**src/rtl/cnv_pkg.sv**
```systemverilog
package cnv_pkg;
  localparam int CFG_W    = 8;
  localparam int GO_BIT   = 7;
  localparam int MODE_BIT = 4;
  localparam int KEEP_W   = CFG_W - 1;
  localparam logic [KEEP_W-1:0] CFG_RST = 7'h10;

  typedef enum logic {
    MODE_ONESHOT = 1'b0,
    MODE_CONT    = 1'b1
  } cnv_mode_e;
endpackage

```
**src/rtl/cnv_cfg_reg.sv**
```systemverilog
module cnv_cfg_reg
  import cnv_pkg::*;
(
  input  logic              clk,
  input  logic              rst,
  input  logic              cfg_wr,
  input  logic [CFG_W-1:0]  cfg_data,
  input  logic              conv_done,
  output logic [KEEP_W-1:0] cfg_q,
  output cnv_mode_e         mode,
  output logic              oneshot_go,
  output logic              conv_start
);
  logic start_req;

  assign mode       = cnv_mode_e'(cfg_q[MODE_BIT]);
  assign oneshot_go = cfg_wr && !cfg_data[MODE_BIT] && cfg_data[GO_BIT];
  assign start_req  = cfg_wr && (cfg_data[MODE_BIT] || cfg_data[GO_BIT]);

  always_ff @(posedge clk) begin
    if (rst) begin
      cfg_q      <= CFG_RST;
      conv_start <= 1'b0;
    end else begin
      if (cfg_wr) cfg_q <= cfg_data[KEEP_W-1:0];
      conv_start <= start_req || (conv_done && mode == MODE_CONT);
    end
  end

  // idle one-shot write with no completion gives no request
  a_r7_no_start: assert property (@(posedge clk) disable iff (rst)
    (cfg_wr && !cfg_data[GO_BIT] && !cfg_data[MODE_BIT] && !conv_done) |=> !conv_start);
  // continuous write always requests
  a_r8_cont_write_starts: assert property (@(posedge clk) disable iff (rst)
    (cfg_wr && cfg_data[MODE_BIT]) |=> conv_start);
  // stored bits follow the write
  a_r10_cfg_stored: assert property (@(posedge clk) disable iff (rst)
    cfg_wr |=> cfg_q == $past(cfg_data[KEEP_W-1:0]));
endmodule

```
**src/rtl/cnv_flag_fsm.sv**
```systemverilog
module cnv_flag_fsm
  import cnv_pkg::*;
(
  input  logic      clk,
  input  logic      rst,
  input  cnv_mode_e mode,
  input  logic      oneshot_go,
  input  logic      conv_done,
  input  logic      rd_done,
  output logic      flag
);
  always_ff @(posedge clk) begin
    if (rst)                                  flag <= 1'b1;
    else if (conv_done)                       flag <= 1'b0;
    else if (oneshot_go)                      flag <= 1'b1;
    else if (rd_done && mode == MODE_CONT)    flag <= 1'b1;
  end

  // a completion always leaves an unread result
  a_r3_done_clears: assert property (@(posedge clk) disable iff (rst)
    conv_done |=> !flag);
  // continuous read raises the flag
  a_r4_cont_read: assert property (@(posedge clk) disable iff (rst)
    (rd_done && !conv_done && mode == MODE_CONT) |=> flag);
  // one-shot read keeps a low flag low
  a_r5_oneshot_hold: assert property (@(posedge clk) disable iff (rst)
    (rd_done && !conv_done && !oneshot_go && mode == MODE_ONESHOT && !flag) |=> !flag);
  // one-shot start raises the flag
  a_r6_go_raises: assert property (@(posedge clk) disable iff (rst)
    (oneshot_go && !conv_done) |=> flag);
endmodule

```
**src/rtl/cnv_result_reg.sv**
```systemverilog
module cnv_result_reg #(
  parameter int RES_W = 18
) (
  input  logic             clk,
  input  logic             rst,
  input  logic             conv_done,
  input  logic [RES_W-1:0] conv_data,
  output logic [RES_W-1:0] result
);
  always_ff @(posedge clk) begin
    if (rst)            result <= '0;
    else if (conv_done) result <= conv_data;
  end

  // every completion overwrites the register
  a_r2_overwrite: assert property (@(posedge clk) disable iff (rst)
    conv_done |=> result == $past(conv_data));
  a_r2_hold: assert property (@(posedge clk) disable iff (rst)
    !conv_done |=> $stable(result));
endmodule

```
**src/rtl/cnv_ready_ctrl.sv**
```systemverilog
module cnv_ready_ctrl
  import cnv_pkg::*;
#(
  parameter int RES_W = 18
) (
  input  logic             clk,
  input  logic             rst,
  input  logic             cfg_wr,
  input  logic [7:0]       cfg_data,
  input  logic             conv_done,
  input  logic [RES_W-1:0] conv_data,
  input  logic             rd_done,
  output logic             conv_start,
  output logic [RES_W-1:0] result,
  output logic [7:0]       status
);
  logic [KEEP_W-1:0] cfg_q;
  cnv_mode_e         mode;
  logic              oneshot_go;
  logic              flag;

  cnv_cfg_reg u_cfg (
    .clk(clk), .rst(rst), .cfg_wr(cfg_wr), .cfg_data(cfg_data),
    .conv_done(conv_done), .cfg_q(cfg_q), .mode(mode),
    .oneshot_go(oneshot_go), .conv_start(conv_start)
  );

  cnv_flag_fsm u_flag (
    .clk(clk), .rst(rst), .mode(mode), .oneshot_go(oneshot_go),
    .conv_done(conv_done), .rd_done(rd_done), .flag(flag)
  );

  cnv_result_reg #(.RES_W(RES_W)) u_res (
    .clk(clk), .rst(rst), .conv_done(conv_done),
    .conv_data(conv_data), .result(result)
  );

  assign status = {flag, cfg_q};

  // continuous completion requests the next conversion
  a_r9_cont_restart: assert property (@(posedge clk) disable iff (rst)
    (conv_done && mode == MODE_CONT) |=> conv_start);
  // one-shot completion without a write gives no request
  a_r9_oneshot_quiet: assert property (@(posedge clk) disable iff (rst)
    (conv_done && mode == MODE_ONESHOT && !cfg_wr) |=> !conv_start);
  // the cycle after reset shows the reset state
  a_r1_reset_state: assert property (@(posedge clk)
    rst |=> (status == 8'h90 && result == '0 && !conv_start));
endmodule

```
**config.mk**
```make
export PLATFORM = sky130hd
export DESIGN_NAME = cnv_ready_ctrl
export DESIGN_NICKNAME = d
export VERILOG_FILES = /design/src/rtl/cnv_pkg.sv /design/src/rtl/cnv_cfg_reg.sv /design/src/rtl/cnv_flag_fsm.sv /design/src/rtl/cnv_result_reg.sv /design/src/rtl/cnv_ready_ctrl.sv
export SDC_FILE = /design/constraint.sdc
export NUM_CORES = 1
export LEC_CHECK = 0
export BUFFER_PORTS_ARGS = -buffer_cell sky130_fd_sc_hd__buf_2
export CAP_MARGIN = 0
export CORE_MARGIN = 5
export CORE_UTILIZATION = 42
export CTS_BUF_LIST = sky130_fd_sc_hd__clkbuf_16
export DETAILED_ROUTE_END_ITERATION = 12
export PLACE_DENSITY = 0.78
export SKIP_CTS_REPAIR_TIMING = 1
export SLEW_MARGIN = 10
export SYNTH_ARGS = -nofsm -noshare
export SYNTH_HDL_FRONTEND = slang
export SYNTH_SLANG_ARGS = --single-unit
```
**constraint.sdc**
```tcl
create_clock -name clk -period 0.8 [get_ports clk]
set_input_delay 0.08 -clock clk [delete_from_list [all_inputs] [get_ports clk]]
set_output_delay 0.08 -clock clk [all_outputs]
set_load 0.005 [all_outputs]
```
# Word level (Yosys, flattened, before mapping)
# Cells that the tools add are included.
[classes]
muxes = 3
reduce_logical = 9
[op_table]
columns = ["cell", "n"]
rows = [
  ["$logic_and 1x1->1", 5],
  ["$mux 1", 3],
  ["$reduce_bool 3->1", 1],
  ["$logic_or 1x1->1", 2],
  ["$logic_not 1->1", 1],
]
[totals]
output_inout_bits = 27
regBits = 27
inputBits = 31
wordCells = 16

# Longest topological paths before layout
[logic_depth]
word_depth = 5
ltp_mapped = 3
mapped_depth_nobuf = 2

# Cells and area by module
# From an unflattened synthesis, not the netlist that was laid out.
[hier_totals]
hier_cells = 91
area_unflattened_um2 = 999.7
[by_module_without_submodules]
columns = ["module", "seq_area_each_um2", "area_per_inst_um2", "cells_each", "n_inst"]
rows = [
  ["cnv_result_reg", 360.3, 649.4, 58, 1],
  ["cnv_cfg_reg", 160.2, 307.8, 29, 1],
  ["cnv_flag_fsm", 20.0, 35.0, 3, 1],
  ["cnv_ready_ctrl", 0.0, 7.5, 1, 1],
]

# Worst setup path after synthesis
# No wires, ideal clock.
[synth_timing]
path_type = "reg2reg"
startpoint = "reg u_cfg.cfg_q[4]"
endpoint = "reg u_flag.flag"
synth_period_minus_slack_ns = 0.623
stages_incl_launch_ff = 3
setup_time_ns = 0.126
path_buffers = 0
arrival_ns = 0.496
required_time_ns = 0.674
setup_slack_ns = 0.177
path_cell_list = "dfxtp_1 a21oi_1 o211ai_1"
[synth_via]
elab_chain_len = 2
[synth_lines]
columns = ["element", "line", "text"]
rows = [
  ["start: declaration", "cnv_cfg_reg.sv:9", "output logic [KEEP_W-1:0] cfg_q,"],
  ["start signal: assignment", "cnv_cfg_reg.sv:25", "if (cfg_wr) cfg_q <= cfg_data[KEEP_W-1:0];"],
  ["$logic_and 1x1->1", "cnv_flag_fsm.sv:16", "else if (rd_done && mode == MODE_CONT) flag <= 1'b1;"],
  ["$reduce_bool 3->1 (no line)", "n/a", ""],
  ["end signal: assignment", "cnv_flag_fsm.sv:14", "else if (conv_done) flag <= 1'b0;"],
  ["end signal: assignment", "cnv_flag_fsm.sv:15", "else if (oneshot_go) flag <= 1'b1;"],
  ["end signal: assignment", "cnv_flag_fsm.sv:16", ""],
  ["end: declaration", "cnv_flag_fsm.sv:10", "output logic flag"],
]
# Every way passes these cells.
# A chain may end at the register's enable or synchronous reset.

# Worst setup path in the final report
[layout_timing]
startpoint = "reg u_cfg.cfg_q[4]"
endpoint = "out status[4]"
[layout_lines]
columns = ["element", "line", "text"]
rows = [
  ["end: declaration", "cnv_ready_ctrl.sv:15", "output logic [7:0] status"],
]
# No word-level cell between the ends.

==> flow_summary.ini <==
[floorplanning]
die-height_um = 58.5
start_util = 0.441
core_area_um2 = 2230
ios = 58
die_area_um2 = 3420
row_count = 17
die_x_um = 58.5

[global_routing]
antenna_found_initial = 0
grt_pass1_vias = 822
grt_max_degree = 16
grt.overflow.total = 0
track_usage = 0.134
grt_pass1_wl_um = 3580

[sta]
fmax_mhz = 1260
drv_slew = 0
rsz0062_at_grt = yes
relSlewSlack = 0.800
finalHoldViolations = 0
finClkSkew_ns = 0.000127
tightest_slew_ns = 0.300
min_period_ns = 0.796
fin_ws_ns = 0.00397
min_period_over_period = 0.995
setup_viol = 0

[drt]
wl_um = 2260
via_per_inst = 4.70
dr.pass1.iters = 3
ant_nets = 0
routed-wl-met3_um = 239
wire_per_inst_um = 12.9
drtIter0Drc = 11
wl_met2_um = 1100
highest_layer = met4
wl_met1_um = 918
num_vias = 827
drc = 0

[setup_path]
arrival_ns = 0.72
path_cells = buf_2
cp_max_fo = 4
crit_family = flip-flops
critPathRequiredTime_ns = 0.72
start_kind = register
rrSetupSlack_ns = 0.12
critPathSlowestCell = dfxtp_2
crit_buf_inv = 1
max_stage_delay_ns = 0.35
crit_type = register to output port
end_kind = output port

[placed_design]
place_worst_setup_slack_ns = 0.0153
globalplace.congestion = 0.735
place_hpwl_um = 1780
port_buffers = 57

[yosys]
netlist_instances = 92
ys_seq_area_frac = 0.548
yosysUniqueCellTypes = 12
synth_fp_nets = 123
synth-seq-cells = 27
yosys-top-cells-count = 27 x dfxtp_1, 25 x mux2i_1, 24 x nor2_1
synth_largest_area_cell = dfxtp_1
synth_edf_count = 0
syn-cell-area_um2 = 986
synth_top_area_frac = 0.548
synth_most_common_cell = dfxtp_1
synth-async-reset-ratio = 0
synth.area.top_cells = dfxtp_1 55%, mux2i_1 25%, nor2_1 9.1%
synth-main-ff-cell = dfxtp_1
ys.warnings.count = 0
syn_area_per_cell_um2 = 10.7

[min_path]
min_path_type = primary input to register

[cts]
cts_tree = done
cts_inserted_buffers = 3
clkTransAtPathRegs_ns = 0.06
insertion_delay_ns = 0.25
clock_path_buffers = 2
cts.sinks = 27
htreeDepth = 1
cts-root-buf = clkbuf_16

[finish]
n_antenna_cell = 0
drive_gt1_frac = 0.568
syn_to_final_growth_pct = 43.8
nNetsFinal = 180

[flow_run]
max-cap-violations = 0

[power_and_ir_drop]
p_total_mw = 2.95
p_leak_nw = 0.758
peakVddDrop_mv = 1.16
p_per_area_nw_per_um2 = 2080

[outcome]
status = finished clean
[metal layers]
layer / GRT usage / up-vias
li1: - / 414
met2: 0.225 / 34
met1: 0.159 / 377
met4: 0.0397 / 0
met5: 0 / -
met3: 0.0482 / 2
[final timing paths]
| path | startpoint | to | cells past startpoint |
|---|---|---|---|
| max reg2reg | u_cfg.cfg_q[4] | u_flag.flag | 2 |
| min reg2reg | u_res.result[12] | u_res.result[12] | 2 |
| max | u_cfg.cfg_q[4] | status[4] | 1 |
| min | conv_data[12] | u_res.result[12] | 3 |
[layout by cell type, fill, tap and decap left out, drive strengths merged]
cell type / synthesis / layout
nand2: 2 / 2
inv: 1 / 1
nor2: 24 / 24
dfxtp: 27 / 27
o21ai: 1 / 1
clkbuf: 0 / 3
a21oi: 2 / 2
nand4bb: 1 / 1
mux2i: 25 / 25
o211ai: 1 / 1
clkinv: 0 / 1
buf: 8 / 60
[where the power goes]
part	internal (mW)	switching (mW)
Sequential	1.44	0.0400
Clock	0.672	0.415
Combinational	0.215	0.166
[cells by family (layout without fill, tap and decap cells)]
family,after synthesis,count (layout),share of synthesized area
muxes,25,25,0.254
AOI/OAI and AO/OA,4,4,0.0228
buffers and inverters,9,65,0.0647
and+or+nand+nor,27,27,0.110
DFF,27,27,0.548
[registers in the layout, summed over array words and instances (netlist names)]
register,cells
u_cfg.cfg_q,7
u_cfg.conv_start,1
u_flag.flag,1
u_res.result,18
[tightest hold or removal path: stages]
cell and delay (ns):
buf_2 0.07, mux2i_1 0.05, nor2_1 0.07
[through the flow]
stage,utilization,std cells,TNS [ns],cell area [µm²],hold WS [ns]
finish,0.635,176,0,1420,0.0569
global route,0.635,176,-0.0272,1420,0.0598
CTS,0.621,176,-0.0565,1390,0.0544
floorplan,-,92,0,986,0.207
global placement,0.585,172,0,1310,0.314
detailed placement,0.585,172,0,1310,0.322
[final cells by class]
| type | instances | area (µm²) |
|---|---|---|
| sequential | 27 | 566 |
| fill | 215 | 816 |
| tap | 28 | 35.0 |
| inverter | 1 | 3.75 |
| multi-input combinational | 56 | 382 |
| clock buffer | 3 | 75.1 |
| timing repair buffer | 60 | 352 |
| clock inverter | 1 | 5.00 |
(Power assumes the default switching activity.)
